==> src/rtl/xcvr_pkg.sv <==
package xcvr_pkg;

  // Which side of the transceiver is currently driving.
  typedef enum logic [1:0] {
    DRV_NONE = 2'd0,
    DRV_TO_B = 2'd1,
    DRV_TO_A = 2'd2
  } drive_e;

  // Drive decode: isolation wins, then direction picks the side.
  function automatic drive_e pick_drive(input logic oe_n, input logic dir);
    if (oe_n) return DRV_NONE;
    return dir ? DRV_TO_B : DRV_TO_A;
  endfunction

endpackage

==> src/rtl/xcvr_capture.sv <==
module xcvr_capture #(
  parameter int WIDTH = 8
) (
  input  logic             clk,
  input  logic             rst_n,
  input  logic             strobe,
  input  logic [WIDTH-1:0] din,
  output logic [WIDTH-1:0] held,
  output logic             fire
);

  logic strobe_q;

  // Capture event: strobe high now, low at the previous edge.
  assign fire = strobe & ~strobe_q;

  always_ff @(posedge clk or negedge rst_n) begin
    if (!rst_n) begin
      strobe_q <= 1'b0;
      held     <= '0;
    end else begin
      strobe_q <= strobe;
      if (fire) held <= din;
    end
  end

  // on the A instance, R2 on the B instance
  assert_capture_load_R1: assert property (@(posedge clk) disable iff (!rst_n)
    fire |=> held == $past(din));

  // Without a fresh strobe edge the register keeps its value.
  assert_capture_hold_R14: assert property (@(posedge clk) disable iff (!rst_n)
    !fire |=> $stable(held));

  // A strobe held high fires only once.
  assert_single_fire_R14: assert property (@(posedge clk) disable iff (!rst_n)
    fire |=> !fire);

endmodule

==> src/rtl/xcvr_route.sv <==
module xcvr_route
  import xcvr_pkg::*;
#(
  parameter int WIDTH = 8
) (
  input  drive_e           mode,
  input  logic             sel_a2b,
  input  logic             sel_b2a,
  input  logic [WIDTH-1:0] a_live,
  input  logic [WIDTH-1:0] b_live,
  input  logic [WIDTH-1:0] a_held,
  input  logic [WIDTH-1:0] b_held,
  output logic [WIDTH-1:0] a_out,
  output logic             a_oe,
  output logic [WIDTH-1:0] b_out,
  output logic             b_oe
);

  // Output word: zero when not driving, else live or stored source.
  function automatic logic [WIDTH-1:0] gate_word(input logic en, input logic use_held,
                                                 input logic [WIDTH-1:0] live,
                                                 input logic [WIDTH-1:0] stored);
    if (!en) return '0;
    return use_held ? stored : live;
  endfunction

  assign b_oe  = (mode == DRV_TO_B);
  assign a_oe  = (mode == DRV_TO_A);
  assign b_out = gate_word(b_oe, sel_a2b, a_live, a_held);
  assign a_out = gate_word(a_oe, sel_b2a, b_live, b_held);

endmodule

==> src/rtl/bus_xcvr_reg.sv <==
module bus_xcvr_reg
  import xcvr_pkg::*;
#(
  parameter int WIDTH = 8
) (
  input  logic             clk,
  input  logic             rst_n,
  input  logic             oe_n,
  input  logic             dir,
  input  logic             sel_a2b,
  input  logic             sel_b2a,
  input  logic             a_stb,
  input  logic             b_stb,
  input  logic [WIDTH-1:0] a_in,
  output logic [WIDTH-1:0] a_out,
  output logic             a_oe,
  input  logic [WIDTH-1:0] b_in,
  output logic [WIDTH-1:0] b_out,
  output logic             b_oe
);

  drive_e           mode;
  logic [WIDTH-1:0] a_held, b_held;
  logic             a_fire, b_fire;

  assign mode = pick_drive(oe_n, dir);

  xcvr_capture #(.WIDTH(WIDTH)) u_cap_a (
    .clk(clk), .rst_n(rst_n), .strobe(a_stb), .din(a_in),
    .held(a_held), .fire(a_fire)
  );

  xcvr_capture #(.WIDTH(WIDTH)) u_cap_b (
    .clk(clk), .rst_n(rst_n), .strobe(b_stb), .din(b_in),
    .held(b_held), .fire(b_fire)
  );

  xcvr_route #(.WIDTH(WIDTH)) u_route (
    .mode(mode), .sel_a2b(sel_a2b), .sel_b2a(sel_b2a),
    .a_live(a_in), .b_live(b_in), .a_held(a_held), .b_held(b_held),
    .a_out(a_out), .a_oe(a_oe), .b_out(b_out), .b_oe(b_oe)
  );

  assert_isolate_R4: assert property (@(posedge clk) disable iff (!rst_n)
    oe_n |-> (!a_oe && !b_oe && a_out == '0 && b_out == '0));

  assert_drive_b_R5: assert property (@(posedge clk) disable iff (!rst_n)
    (!oe_n && dir) |-> (b_oe && !a_oe));

  assert_drive_a_R6: assert property (@(posedge clk) disable iff (!rst_n)
    (!oe_n && !dir) |-> (a_oe && !b_oe));

  assert_live_b_R7: assert property (@(posedge clk) disable iff (!rst_n)
    (b_oe && !sel_a2b) |-> b_out == a_in);

  assert_stored_b_R8: assert property (@(posedge clk) disable iff (!rst_n)
    (b_oe && sel_a2b) |-> b_out == a_held);

  assert_live_a_R9: assert property (@(posedge clk) disable iff (!rst_n)
    (a_oe && !sel_b2a) |-> a_out == b_in);

  assert_stored_a_R10: assert property (@(posedge clk) disable iff (!rst_n)
    (a_oe && sel_b2a) |-> a_out == b_held);

  // capture on B side proceeds regardless of drive mode.
  assert_capture_any_mode_R3: assert property (@(posedge clk) disable iff (!rst_n)
    b_fire |=> b_held == $past(b_in));

endmodule

==> config.mk <==
export PLATFORM = sky130hd
export DESIGN_NAME = bus_xcvr_reg
export DESIGN_NICKNAME = d
export VERILOG_FILES = /design/src/rtl/xcvr_pkg.sv /design/src/rtl/xcvr_capture.sv /design/src/rtl/xcvr_route.sv /design/src/rtl/bus_xcvr_reg.sv
export SDC_FILE = /design/constraint.sdc
export NUM_CORES = 1
export LEC_CHECK = 0
export BUFFER_PORTS_ARGS = -buffer_cell sky130_fd_sc_hd__buf_2
export CAP_MARGIN = 20
export CORE_MARGIN = 5
export CORE_UTILIZATION = 46
export DETAILED_ROUTE_END_ITERATION = 10
export PLACE_DENSITY = 0.75
export SYNTH_ARGS = -nofsm -noshare
export SYNTH_HDL_FRONTEND = slang
export SYNTH_SLANG_ARGS = --single-unit
==> constraint.sdc <==
create_clock -name clk -period 1.45 [get_ports clk]
set_input_delay 0.29 -clock clk [delete_from_list [all_inputs] [get_ports clk]]
set_output_delay 0.29 -clock clk [all_outputs]
set_load 0.1 [all_outputs]
==> flow_summary.toml <==
[global_route]
grt_max_degree = 19
grt_overflow = 0
antenna_found_initial = 0
grt_pass1_wl_um = 4640
grt_pass1_vias = 880
grt_usage_pct = 19.4

[critical_path]
rr_startpoint = "u_cap_a.strobe_q"
cp-startpoint = "u_cap_a.held[7]"
path_depth = 3
cp_max_fo = 2
critPathKind = "flop to primary output"
slowest_stage = "dfrtp_1"
cp-endpoint = "b_out[7]"
worst_setup_path_end_kind = "primary output"
critPathTopFamily = "flip-flops"
r2r-end = "u_cap_a.held[4]"
reg2reg_depth = 2
critPathRequiredTime_ps = 1160
crit_path_start_kind = "flop"
max_stage_delay_ps = 420
cp_cell_sequence = "mux2i_2 > nor2_4 > buf_12"
arrival_ps = 1220
crit_buf_inv = 1
r2r_slack_ps = 380

[clock_tree]
clock_sinks = 18
clk_pin_slew_worst_paths_ps = 110
cts_tree = "built"
cts-root-buf = "clkbuf_4"
clock_tree.htree_level_count = 1
clk_latency_ps = 300
cts_buffers = 3
cts_buffer_depth = 2

[pwr]
seqPwrFrac_pct = 35.4
p_int_mw = 1.12
total_power_mw = 1.79
p_leak_nw = 0.843
comb_power_share_pct = 46.7
p_sw_mw = 0.666
irDropWorstVdd_mv = 0.724
p_per_area_mw_per_mm2 = 948
clkPwrFrac_pct = 17.9
switching_share_pct = 37.3

[yosys]
syn-num-nets = 102
netlist-cell-type-count = 11
syn_area_um2 = 1000
synth_warnings = 0
synth.area.top_cells = "dfrtp_1, mux2_4, mux2i_1"
seq_area_frac_synth_pct = 45.1
synthCells = 78
synth_seq_cells = 18
syn_area_per_cell_um2 = 12.8
yosys.area.top_type = "dfrtp_1"
synth.top_cell.area_share_pct = 45.1

[timing]
min_period_over_period_pct = 104
fin_crit_ps = 1510
worst-slew-pin-transition_ps = 396
hold_viol_final = 0
finalClockSkew_ps = 1.32
setup_tns_ps = -193
final.setup.worst_slack_ps = -56.1
timing.fmax_ghz = 0.664
slew_headroom_pct = 73.6
setup_viol = 8
slew_violations = 0
rsz0062_at_grt = "yes"

[min_path]
holdPathStages = 1
hold_path_class = "input pin to flop"

[floorplan]
num_rows = 16
core_area_mm2 = 0.00202
die_area_mm2 = 0.00321
start_util_pct = 49.4
pin_count = 42
die_height_um = 56.6
die-width_um = 56.6

[status]
failed_checks = "negative setup slack"
outcome = "finished, violations left"

[cells_and_area]
seq_area_um2 = 450
multiInputGateArea_um2 = 709
nNetsFinal = 160
final_layout_size_suffix_gt1_share_pct = 85.2
final.fill_count = 61
antenna_cells = 0
area_growth_pct = 88.6

[route]
drcViolationCount = 0
via_per_inst = 5.18
routedWlPerCell_um = 21.8
drt_pass1_iterations = 4
vias = 839
wl_um = 3530
ant_nets = 0
drt_iter0_drc = 28

[placed_design]
dp_hpwl_um = 1870
gp_congestion = 0.651
portBuffers = 41

[run]
drv_cap = 0
==> layout make-up <==
cell class	count	share of cell area, %
clock buffer	4	1.92
inverter	2	0.796
multi-input combinational	52	37.6
sequential	18	23.9
tap	27	1.79
timing repair buffer	59	34.0
==> flip-flops by register name, indices dropped and copies added, names as in the netlist <==
name	cells
u_cap_a.held	8
u_cap_b.held	8
u_cap_a.strobe_q	1
u_cap_b.strobe_q	1
==> Yosys cell counts <==
| master | instances |
|---|---|
| dfrtp_1 | 18 |
| mux2_4 | 16 |
| mux2i_1 | 16 |
| nor2_1 | 16 |
| buf_2 | 3 |
| buf_6 | 2 |
| inv_1 | 2 |
| nand2b_4 | 2 |
| clkbuf_1 | 1 |
| nand2b_1 | 1 |
| or2_1 | 1 |
==> layer usage <==
layer  wire, um  up-vias  track usage [%]
li1           -      378                -
met1       1300      426             22.7
met2       2010       33             35.0
met3        186        2             3.90
met4         25        0             6.10
met5          0        -                0
==> per-stage QoR <==
stage          utilization (%)  instances  cell area [um^2]  setup WS [ps]  hold slack, ps
2_1_floorplan                -         78              1140          -24.5           -5.59
3_3_place_gp              80.9        142              1640           47.0             234
3_5_place_dp              80.9        142              1640          -22.9             237
4_1_cts                   88.6        154              1790          -18.2             129
5_1_grt                   93.3        162              1890          -93.1             124
6_report                  93.3        162              1890          -56.1             137
==> worst min-delay path by stage <==
| stage | from | to |
|---|---|---|
| floorplan | rst_n | u_cap_a.held[0] |
| global placement | rst_n | u_cap_b.held[5] |
| detailed placement | rst_n | u_cap_b.held[2] |
| CTS | b_stb | u_cap_b.strobe_q |
| global route | b_stb | u_cap_b.strobe_q |
| finish | b_stb | u_cap_b.strobe_q |
==> repair_timing <==
action,4_1_cts,5_1_grt
pin swaps,6,8
setup buffers,7,8
endpoints found under the setup margin,16,16
hold endpoints to repair,18,0
hold buffers,1,0
gates resized for setup,15,6
==> cell families (layout without fill, tap and decap cells) <==
family | after synthesis | after routing | share of synthesized area [%]
buffers and inverters | 8 | 65 | 4.88
flip-flops | 18 | 18 | 45.1
multiplexers | 32 | 32 | 40.0
AND/OR/NAND/NOR | 20 | 20 | 10.0
==> power groups by stage <==
stage	logic [mW]	registers (mW)	clock network, mW
floorplan	0.470	0.605	0
global placement	0.659	0.611	0
detailed placement	0.674	0.617	0
CTS	0.753	0.617	0.320
global route	0.864	0.638	0.354
finish	0.835	0.633	0.319
==> worst reg2reg max path, cell delays in order (launching register included) <==
cell and delay [ps]:
dfrtp_1 400, nand2b_4 220, mux2_4 340
==> cell usage in the layout, fill, tap and decap left out <==
cell and n:
buf_12 20, buf_2 22, buf_4 15, clkbuf_4 4, clkbuf_8 1, clkinvlp_4 2
dfrtp_1 18, dlygate4sd3_1 1, mux2_4 16, mux2i_2 13, mux2i_4 3, nand2b_1 1
nand2b_4 2, nor2_4 16, or2_4 1
Note: power is estimated with default switching activity, not from simulation.
